### config.mk
export PLATFORM = sky130hd
export DESIGN_NAME = prio_irq_ctrl
export DESIGN_NICKNAME = d
export VERILOG_FILES = /design/src/rtl/pic_pkg.sv /design/src/rtl/pic_src_bank.sv /design/src/rtl/pic_arbiter.sv /design/src/rtl/prio_irq_ctrl.sv
export SDC_FILE = /design/constraint.sdc
export NUM_CORES = 2
export LEC_CHECK = 0
export CAP_MARGIN = 10
export CORE_ASPECT_RATIO = 1.1
export CORE_UTILIZATION = 33
export DETAILED_ROUTE_END_ITERATION = 7
export GPL_TIMING_DRIVEN = 0
export HOLD_SLACK_MARGIN = 0.1
export SETUP_SLACK_MARGIN = 0.15
export SYNTH_ARGS = -nofsm -noshare
export SYNTH_HDL_FRONTEND = slang
export SYNTH_HIERARCHICAL = 1
export SYNTH_SLANG_ARGS = --single-unit
### constraint.sdc
create_clock -name clk -period 13.1 [get_ports clk]
set_clock_uncertainty 0.2 [all_clocks]
set_input_delay 1.31 -clock clk [delete_from_list [all_inputs] [get_ports clk]]
set_output_delay 1.31 -clock clk [all_outputs]
set_load 0.005 [all_outputs]
### src/rtl/pic_pkg.sv
package pic_pkg;
  localparam int DW        = 32;
  localparam int SRC_PER_W = 8;
  localparam int NIB_W     = 4;
  localparam int FAST_LIM  = 2;

  localparam int OFS_FST   = 'h00;
  localparam int OFS_NRM   = 'h08;
  localparam int OFS_FENT  = 'h10;
  localparam int OFS_NENT  = 'h14;
  localparam int OFS_EN    = 'h18;
  localparam int OFS_CTL   = 'h20;
  localparam int OFS_BASE  = 'h24;
  localparam int OFS_PRI   = 'h30;
endpackage

### src/rtl/pic_src_bank.sv
module pic_src_bank #(
  parameter int W = 32
) (
  input  logic         clk,
  input  logic         rst_n,
  input  logic [W-1:0] src_i,
  input  logic [W-1:0] clr_i,
  output logic [W-1:0] pend_o
);
  logic [W-1:0] src_q, pend_q, pend_d, rise;
  logic         armed_q;

  always_comb begin
    rise   = src_i & ~src_q;
    pend_d = (pend_q & ~clr_i) | rise;
  end

  always_ff @(posedge clk or negedge rst_n) begin
    if (!rst_n) begin
      src_q   <= '0;
      pend_q  <= '0;
      armed_q <= 1'b0;
    end else begin
      src_q   <= src_i;
      pend_q  <= pend_d;
      armed_q <= 1'b1;
    end
  end

  assign pend_o = pend_q;

  // a set bit survives unless its clear bit was written
  assert_pend_hold_R2: assert property (@(posedge clk) disable iff (!rst_n)
    armed_q |-> &(~$past(pend_q) | $past(clr_i) | pend_q));

  // an input edge seen on the previous clock leaves the bit set
  assert_edge_set_R1: assert property (@(posedge clk) disable iff (!rst_n)
    armed_q |-> &(~($past(src_i) & ~$past(src_q)) | pend_q));
endmodule

### src/rtl/pic_arbiter.sv
module pic_arbiter #(
  parameter int N  = 64,
  parameter int PW = 3,
  localparam int IW = $clog2(N)
) (
  input  logic [N-1:0]    cand_i,
  input  logic [N*PW-1:0] prio_i,
  output logic            valid_o,
  output logic [IW-1:0]   idx_o
);
  logic [PW-1:0] best;

  always_comb begin
    valid_o = 1'b0;
    idx_o   = '0;
    best    = '1;
    for (int i = 0; i < N; i++) begin
      if (cand_i[i] && (!valid_o || prio_i[i*PW +: PW] < best)) begin
        valid_o = 1'b1;
        idx_o   = IW'(i);
        best    = prio_i[i*PW +: PW];
      end
    end
  end
endmodule

### src/rtl/prio_irq_ctrl.sv
module prio_irq_ctrl
  import pic_pkg::*;
#(
  parameter int NSRC   = 64,
  parameter int PW     = 3,
  parameter int CTRL_W = 1,
  parameter int AW     = 8
) (
  input  logic            clk,
  input  logic            rst_n,
  input  logic [NSRC-1:0] src_i,
  input  logic            bus_wr_i,
  input  logic [AW-1:0]   bus_addr_i,
  input  logic [DW-1:0]   bus_wdata_i,
  output logic [DW-1:0]   bus_rdata_o,
  output logic            fast_irq_o,
  output logic            norm_irq_o,
  output logic [DW-1:0]   norm_entry_o
);
  localparam int NBANK = NSRC / DW;
  localparam int NPRI  = NSRC / SRC_PER_W;
  localparam int IW    = $clog2(NSRC);

  // reset: asynchronous assert, synchronous release
  logic rst_meta_q, rst_int_n;
  always_ff @(posedge clk or negedge rst_n) begin
    if (!rst_n) begin
      rst_meta_q <= 1'b0;
      rst_int_n  <= 1'b0;
    end else begin
      rst_meta_q <= 1'b1;
      rst_int_n  <= rst_meta_q;
    end
  end

  logic [NSRC-1:0]    en_q, en_d, pend, clr, fast_sel, live, f_cand, n_cand;
  logic [PW-1:0]      prio_q [NSRC];
  logic [PW-1:0]      prio_d [NSRC];
  logic [NSRC*PW-1:0] prio_flat;
  logic [CTRL_W-1:0]  ctl_q, ctl_d;
  logic [DW-1:0]      base_q, base_d;
  logic               f_vld, n_vld, f_vld_q, n_vld_q, fast_q, norm_q;
  logic [IW-1:0]      f_idx, n_idx, f_idx_q, n_idx_q;
  logic [DW-1:0]      f_ent, n_ent;

  function automatic logic hit(input logic [AW-1:0] a, input int ofs);
    return a == AW'(ofs);
  endfunction

  // pending capture, one bank per 32 sources
  for (genvar b = 0; b < NBANK; b++) begin : g_bank
    pic_src_bank #(.W(DW)) u_bank (
      .clk    (clk),
      .rst_n  (rst_int_n),
      .src_i  (src_i[b*DW +: DW]),
      .clr_i  (clr[b*DW +: DW]),
      .pend_o (pend[b*DW +: DW])
    );
  end

  // write decode and next state
  always_comb begin
    en_d   = en_q;
    ctl_d  = ctl_q;
    base_d = base_q;
    clr    = '0;
    for (int i = 0; i < NSRC; i++) prio_d[i] = prio_q[i];
    if (bus_wr_i) begin
      for (int b = 0; b < NBANK; b++) begin
        if (hit(bus_addr_i, OFS_FST + 4*b) || hit(bus_addr_i, OFS_NRM + 4*b))
          clr[b*DW +: DW] = bus_wdata_i;
        if (hit(bus_addr_i, OFS_EN + 4*b))
          en_d[b*DW +: DW] = bus_wdata_i;
      end
      for (int r = 0; r < NPRI; r++) begin
        if (hit(bus_addr_i, OFS_PRI + 4*r)) begin
          for (int n = 0; n < SRC_PER_W; n++)
            prio_d[r*SRC_PER_W + n] = bus_wdata_i[n*NIB_W +: PW];
        end
      end
      if (hit(bus_addr_i, OFS_CTL))  ctl_d  = bus_wdata_i[CTRL_W-1:0];
      if (hit(bus_addr_i, OFS_BASE)) base_d = bus_wdata_i;
    end
  end

  // routing and candidates
  always_comb begin
    for (int i = 0; i < NSRC; i++) begin
      fast_sel[i]              = int'(prio_q[i]) < FAST_LIM;
      prio_flat[i*PW +: PW]    = prio_q[i];
    end
    live   = pend & en_q;
    f_cand = live & fast_sel;
    n_cand = live & ~fast_sel;
  end

  pic_arbiter #(.N(NSRC), .PW(PW)) u_arb_fast (
    .cand_i (f_cand), .prio_i (prio_flat), .valid_o (f_vld), .idx_o (f_idx)
  );
  pic_arbiter #(.N(NSRC), .PW(PW)) u_arb_norm (
    .cand_i (n_cand), .prio_i (prio_flat), .valid_o (n_vld), .idx_o (n_idx)
  );

  always_ff @(posedge clk or negedge rst_int_n) begin
    if (!rst_int_n) begin
      en_q    <= '0;
      ctl_q   <= '0;
      base_q  <= '0;
      fast_q  <= 1'b0;
      norm_q  <= 1'b0;
      f_vld_q <= 1'b0;
      n_vld_q <= 1'b0;
      f_idx_q <= '0;
      n_idx_q <= '0;
      for (int i = 0; i < NSRC; i++) prio_q[i] <= '1;
    end else begin
      en_q    <= en_d;
      ctl_q   <= ctl_d;
      base_q  <= base_d;
      fast_q  <= |f_cand;
      norm_q  <= |n_cand;
      f_vld_q <= f_vld;
      n_vld_q <= n_vld;
      f_idx_q <= f_idx;
      n_idx_q <= n_idx;
      for (int i = 0; i < NSRC; i++) prio_q[i] <= prio_d[i];
    end
  end

  // entry values and read mux
  always_comb begin
    f_ent = f_vld_q ? base_q + ((DW'(f_idx_q) + 1) << 2) : '0;
    n_ent = n_vld_q ? base_q + ((DW'(n_idx_q) + 1) << 2) : '0;
    bus_rdata_o = '0;
    for (int b = 0; b < NBANK; b++) begin
      if (hit(bus_addr_i, OFS_FST + 4*b))
        bus_rdata_o = pend[b*DW +: DW] & fast_sel[b*DW +: DW];
      if (hit(bus_addr_i, OFS_NRM + 4*b))
        bus_rdata_o = pend[b*DW +: DW] & ~fast_sel[b*DW +: DW];
      if (hit(bus_addr_i, OFS_EN + 4*b))
        bus_rdata_o = en_q[b*DW +: DW];
    end
    for (int r = 0; r < NPRI; r++) begin
      if (hit(bus_addr_i, OFS_PRI + 4*r)) begin
        for (int n = 0; n < SRC_PER_W; n++)
          bus_rdata_o[n*NIB_W +: NIB_W] = NIB_W'(prio_q[r*SRC_PER_W + n]);
      end
    end
    if (hit(bus_addr_i, OFS_FENT)) bus_rdata_o = f_ent;
    if (hit(bus_addr_i, OFS_NENT)) bus_rdata_o = n_ent;
    if (hit(bus_addr_i, OFS_CTL))  bus_rdata_o = DW'(ctl_q);
    if (hit(bus_addr_i, OFS_BASE)) bus_rdata_o = base_q;
  end

  assign fast_irq_o   = fast_q;
  assign norm_irq_o   = norm_q;
  assign norm_entry_o = n_ent;

  // an output only rises from a source that was pending and enabled
  assert_disabled_quiet_R3: assert property (@(posedge clk) disable iff (!rst_int_n)
    (fast_irq_o || norm_irq_o) |-> $past(|(pend & en_q)));

  // fast output requires an enabled pending source at priority 0 or 1
  assert_fast_route_R5: assert property (@(posedge clk) disable iff (!rst_int_n)
    fast_irq_o |-> $past(|(pend & en_q & fast_sel)));

  // the registered normal winner was a candidate on the prior cycle
  assert_winner_cand_R6: assert property (@(posedge clk) disable iff (!rst_int_n)
    n_vld_q |-> ((($past(n_cand) >> n_idx_q) & NSRC'(1)) != '0));

  // the normal entry port is zero whenever no normal request is raised
  assert_entry_idle_R7: assert property (@(posedge clk) disable iff (!rst_int_n)
    !norm_irq_o |-> (norm_entry_o == '0));
endmodule

# Word level (Yosys, flattened, before mapping)
# Cells that the tools add are included.
# op_classes
add_sub_neg	4
order_cmp	190
n_eq_ne	17
muxes	403
bitwise_logic	20
n_reduce_logical	395
# ops
op	n
$mux 32	22
$mux 3	134
$mux 6	64
$lt 3x3->1	126
$and 32x32->32	8
$and 64x64->64	3
$lt 3x2->1 const B	64
$not 32->32	6
$mux 5	32
$mux 1	130
$logic_or 1x1->1	128
$reduce_or 64->1	2
$logic_and 1x1->1	126
$logic_not 1->1	126
$add 32x9->32	2
$mux 4	16
$mux 64	1
$not 64->64	1
$or 32x32->32	2
$eq 8x6->1 const B	6
$eq 8x5->1 const B	4
$eq 8x7->1 const B	4
$reduce_and 2->1	12
$eq 8x4->1 const B	2
other kinds (4)	8
# word_totals
reg_bits	435
in_bits	107
word_cells	1109

# Logic depth before layout (Yosys ltp)
# depth
ltp_word	256
ltp_mapped	469

# Modules after synthesis
# Netlist, hierarchy kept.
# modules_own_cells
mod	n_inst	cells_per_inst	area_per_inst_um2	seq_area_each_um2
prio_irq_ctrl	1	2051	19900.3	7922.6
pic_arbiter (u_arb_fast)	1	1769	11335.9	0.0
pic_arbiter (u_arb_norm)	1	1731	11290.8	0.0
pic_src_bank	2	160	2242.2	1601.5

# Worst setup path before layout
# OpenSTA, ideal clock, no wires.
# synth_path
path_type	register to register
startpoint	register prio_q, in the netlist prio_flat[2]
endpoint	register f_idx_q[3]
t_arrival_ns	72.582
t_required_ns	12.828
setup_slack_ns	-59.754
stages_incl_launch_ff	433
synth_period_minus_slack_ns	72.854
path_cell_list	dfstp_2 -> nor3_1 -> inv_1 -> o22ai_1 -> ha_1 -> and2b_1 -> o221ai_1 -> o211ai_1 -> a21bo_2 -> mux2_2 -> ha_1 -> o311ai_0 -> a31oi_2 -> a21o_1 -> buf_4 -> nor2_1 -> a21oi_1 -> inv_1 -> [397 not listed] -> o21a_1 -> ha_1 -> o311ai_1 -> a31oi_1 -> a2bb2oi_2 -> mux2_2 -> ha_1 -> o21a_1 -> nor2_1 -> o21ai_0 -> o21a_2 -> mux2_4 -> ha_1 -> nor4b_1 -> nand2_1 -> and2_1 -> o211a_1 -> nand4b_1
# synth_via
elab_chain_len	255
elab_cells_between_ends	436
classes_between	64 x order compare; 182 x mux; 1 x bitwise; 189 x reduce/logical
# synth_rtl
element	line_no	rtl
start: declaration	prio_irq_ctrl.sv:37	logic [PW-1:0] prio_q [NSRC];
$lt 3x2->1 (*)	prio_irq_ctrl.sv:89	fast_sel[i] = int'(prio_q[i]) < FAST_LIM;
$and 64x64->64 (*)	prio_irq_ctrl.sv:93	f_cand = live & fast_sel;
via f_cand[0]	prio_irq_ctrl.sv:36	logic [NSRC-1:0] en_q, en_d, pend, clr, fast_sel, live, f_cand, n_cand;
$mux 3 / $mux 1 (equally long branches)	pic_arbiter.sv:18	if (cand_i[i] && (!valid_o || prio_i[i*PW +: PW] < best)) begin
$lt 3x3->1 / $logic_not 1->1 (equally long branches)	pic_arbiter.sv:18	
$logic_or 1x1->1	pic_arbiter.sv:18	
$logic_and 1x1->1	pic_arbiter.sv:18	
$mux 3 / $mux 1 (equally long branches)	pic_arbiter.sv:18	
[241 not listed]	n/a	
$logic_or 1x1->1	pic_arbiter.sv:18	
$logic_and 1x1->1	pic_arbiter.sv:18	
$mux 3 / $mux 1 (equally long branches)	pic_arbiter.sv:18	
$lt 3x3->1 / $logic_not 1->1 (equally long branches)	pic_arbiter.sv:18	
$logic_or 1x1->1	pic_arbiter.sv:18	
$logic_and 1x1->1	pic_arbiter.sv:18	
$mux 6 (*)	pic_arbiter.sv:18	
via f_idx[3]	prio_irq_ctrl.sv:43	logic [IW-1:0] f_idx, n_idx, f_idx_q, n_idx_q;
end signal: assignment	prio_irq_ctrl.sv:124	f_idx_q <= f_idx;
end: declaration	prio_irq_ctrl.sv:43	
# The timed path passes the listed nets; every way through them passes the cells marked *.
# A chain may end at the register's enable or synchronous reset.

# Worst setup path in the final report
# layout_path
startpoint	register en_q[0]
endpoint	register f_idx_q[3]
# layout_via
elab_chain_len	255
elab_cells_between_ends	436
classes_between	63 x order compare; 182 x mux; 2 x bitwise; 189 x reduce/logical
# layout_rtl
element	line_no	rtl
start: declaration	prio_irq_ctrl.sv:36	
start signal: assignment	prio_irq_ctrl.sv:117	en_q <= en_d;
$and 64x64->64 (*)	prio_irq_ctrl.sv:92	live = pend & en_q;
$and 64x64->64 (*)	prio_irq_ctrl.sv:93	
via f_cand[0]	prio_irq_ctrl.sv:36	
$mux 3 / $mux 1 (equally long branches)	pic_arbiter.sv:18	
$lt 3x3->1 / $logic_not 1->1 (equally long branches)	pic_arbiter.sv:18	
$logic_or 1x1->1	pic_arbiter.sv:18	
$logic_and 1x1->1	pic_arbiter.sv:18	
$mux 3 / $mux 1 (equally long branches)	pic_arbiter.sv:18	
[241 not listed]	n/a	
$logic_or 1x1->1	pic_arbiter.sv:18	
$logic_and 1x1->1	pic_arbiter.sv:18	
$mux 3 / $mux 1 (equally long branches)	pic_arbiter.sv:18	
$lt 3x3->1 / $logic_not 1->1 (equally long branches)	pic_arbiter.sv:18	
$logic_or 1x1->1	pic_arbiter.sv:18	
$logic_and 1x1->1	pic_arbiter.sv:18	
$mux 6 (*)	pic_arbiter.sv:18	
via f_idx[3]	prio_irq_ctrl.sv:43	
# Marked as above.

==> impl_results.md <==
* # H-tree levels at 2
* Total chip power at about 8.9 mW
* Commonest non-fill, non-tap cell in the layout: buf_4
* CP Capture Type: flop
* Worst slew margin at -0.0427
* First-pass GRT wire length at 346000 um
* Crit start category: flop
* Wire per inst at 28.0 um
* Worst slew pin tran at 1.55 ns
* DR vias at ~56000
* DR DRC count at 0
* Largest net degree at the start of global routing at 68
* Post-DP Area at about 53000 um2
* Slowest-stage cell, CP: or4_4
* RSZ-0062 raised after global routing: true
* Initial Util at 0.334
* CP required at 13.43 ns
* DP HPWL at about 190000 um
* Clock Tree Root: clkbuf_16
* DR vias/cell at ~6.3
* Critical path arrival at between 70 and 80 ns
* Worst-skew pair later-pin latency at around 0.64 ns
* Synthesized area at 47000 um2
* Reg-to-reg critical path startpoint: en_q[0]
* Cells after Synth at 5871
* EDFF count, synth at 0
* Synth Register Bits at 435
* CTS tree: yes
* Leading cell types in the layout, fill and taps excluded: 785 x buf_4, 522 x nand2_1, 473 x nor2_1
* CP Max Fanout at 6
* Deepest clock path buffer count at 3
* R2R Setup Slk at -57.81 ns
* Overflow after GRT at 0
* Final net count at around 7200
* Final setup fails at 14
* Clock buffer count from CTS at 50
* Worst-case reg-to-reg path depth at 449
* Power per cell area at around 140 nW/um2
* Chip Height at between 300 and 400 um
* Synth warn at 6
* Tcrit/Tclk final at 5.41
* PortBufs at around 170
* Detailed router's first-iteration violation count at 6389
* Count of pins over their slew limit at 13
* Status: finished, violations left
* Maximum VDD drop at 0.0905 mV
* Final ANT Viol Nets at 0
* Area fraction of the dominant cell type after synthesis at 0.129
* Fin. Hold Viols at 0
* Drt first pass iters at 6
* # IOs at 173
* Full die area at 144000 um2
* CTS Sinks at 435
* Max incr delay on CP at 0.57 ns
* All-Layer GR Usage at 0.323
* Sequential area share after synthesis at 0.237
* Final Cell Area at 64900 um2
* Die width at 362 um
* P&R area growth vs syn at 38.0%
* Vias in the first global route at 51300
* Min-Delay Path Class: reg2async
* Std-Cell Rows at 144
* Routed WL at ~250000 um
* P_leak at 27.3 nW
* Peak Freq at approximately 0.014 GHz
* Main synth FF type: dfrtp_1
* Setup CP Type: reg2reg
* Syn_nets at 6124
* Netlist cell types at 176
* Clock-pin slew on the worst setup and hold paths at 0.06 ns
* Max cap viols at 4
* R2R Path End: f_idx_q[3]
* GPL Wtd Cong at 1.08
* Fin crit period at 70.91 ns
* Failing checks: capacitance limit, slew limit, setup timing
* PnR worst setup slack at -57.81 ns
* Synth area leader: dfrtp_1
* Initial antenna violation count at 25
* Syn_area_per_cell at 8.01 um2
* Top post-synthesis cells by area: dfrtp_1 13%, dfstp_2 11%, mux2_2 7.7%
* Post-synth ARST share at 1.00
* Core area at 141000 um2
* Share of layout cells above drive strength 1 at 0.391
* Post-CTS Hold Buffers at 0
* CP most frequent cell: ha_4
-- cells in the mapped netlist (25+ instances only) --
cell         n
dfstp_2    192
xnor2_1     51
o2111ai_1   25
mux2i_1     73
o21a_1      77
o22ai_2     65
nor2_1     537
o31ai_1     51
nor2b_1     45
inv_1      399
o211ai_1    67
o21ai_1     30
clkbuf_1    78
a31oi_1     82
nand2_1    625
mux2_2     320
a221oi_1    30
a211oi_1    62
nor4_1      59
ha_1       144
buf_4       30
and2_1     105
dfrtp_1    243
nand4_1     39
a21oi_1    337
maj3_1      35
or3_1       68
and3_1     120
buf_2       60
a211o_1     43
nand3_1    139
nand2b_1    69
o21ai_0    340
nor3_1     171
a21o_1      79
a22oi_1     26
o22ai_1     66
or2_2       63
-- how the worst max path moves through the flow --
stage          cells past startpoint         end                        from  slack, ns
2_1_floorplan                    444  f_idx_q[3]  g_bank[0].u_bank/pend_o[0]     -55.13
3_3_place_gp                     435  f_idx_q[3]  g_bank[0].u_bank/pend_o[0]     -63.78
3_5_place_dp                     440  f_idx_q[3]  g_bank[0].u_bank/pend_o[0]     -64.59
4_1_cts                          448  f_idx_q[3]                prio_flat[2]     -56.67
5_1_grt                          453  f_idx_q[3]                     en_q[0]     -60.94
6_report                         449  f_idx_q[3]                     en_q[0]     -57.81
-- registers in the layout, summed over array words and instances, names as in the netlist, 6 cells and up --
signal,count
base_q,32
n_idx_q,6
f_idx_q,6
en_q,64
g_bank.u_bank/src_q,64
g_bank.u_bank/pend_o,64
prio_flat,192
-- where the power goes --
part,switching [mW],internal [mW],leakage [nW]
logic,3.01,2.70,21.6
clock network,0.654,0.886,0.873
registers,0.193,1.45,4.85
-- final cells by class --
type / count / area [um2]
inverters: 401 / 1520
flip-flops and latches: 435 / 11100
fillers: 13300 / 75800
plain buffers: 199 / 1190
clock inverters: 22 / 262
multi-input cells: 4835 / 38500
clock buffers: 71 / 1500
well taps: 1898 / 2370
repair buffers: 997 / 8350
diodes: 12 / 30.0
-- through the flow --
| stage | TNS [ns] | hold WS, ns | setup slack [ns] | std cells | util |
|---|---|---|---|---|---|
| detailed placement | -770.87 | 0.145 | -64.59 | 7961 | 0.376 |
| floorplan | -653.39 | 0.131 | -55.13 | 5871 | - |
| global placement | -2044.67 | 0.138 | -63.78 | 7938 | 0.373 |
| global route | -734.46 | 0.163 | -60.94 | 8859 | 0.461 |
| finish | -693.96 | 0.146 | -57.81 | 8870 | 0.461 |
| CTS | -681.22 | 0.159 | -56.67 | 8642 | 0.437 |
-- what timing repair did --
item                       4_1_cts  5_1_grt
resized for setup              516      396
pin swaps                      365      361
hold endpoints to repair         0        0
setup endpoints to repair       14       14
buffers inserted               588      211
-- routing by layer --
layer  vias up  GRT usage  share of wire
met5         -          0        0.00051
met4        20      0.192          0.074
met3       781     0.0711           0.10
met2      3390      0.493           0.43
met1     27600      0.416           0.40
li1      24200          -              -
-- cells by family (layout without fill, tap and decap cells) --
kind of cell,Yosys count,after routing,share of synthesized area
xor gates and xnor gates,71,71,0.0132
muxes,411,411,0.0982
adders and majority gates,184,184,0.0473
buffers and inverters,601,1690,0.0555
and+or+nand+nor,2266,2266,0.245
other,1,13,0.0000798
AOI/OAI and AO/OA,1902,1902,0.304
DFF,435,435,0.237
-- critical path: cells and delay by family (launching register included) --
kind,cells,cell delay (ns)
AO/OA/AOI/OAI,164,26.19
flip-flops,1,0.42
adder cells (fa/ha/maj),55,12.45
AND/OR/NAND/NOR,145,19.13
multiplexers,29,7.10
buffers and inverters,56,5.27
Power figures use the tool's default switching activity.
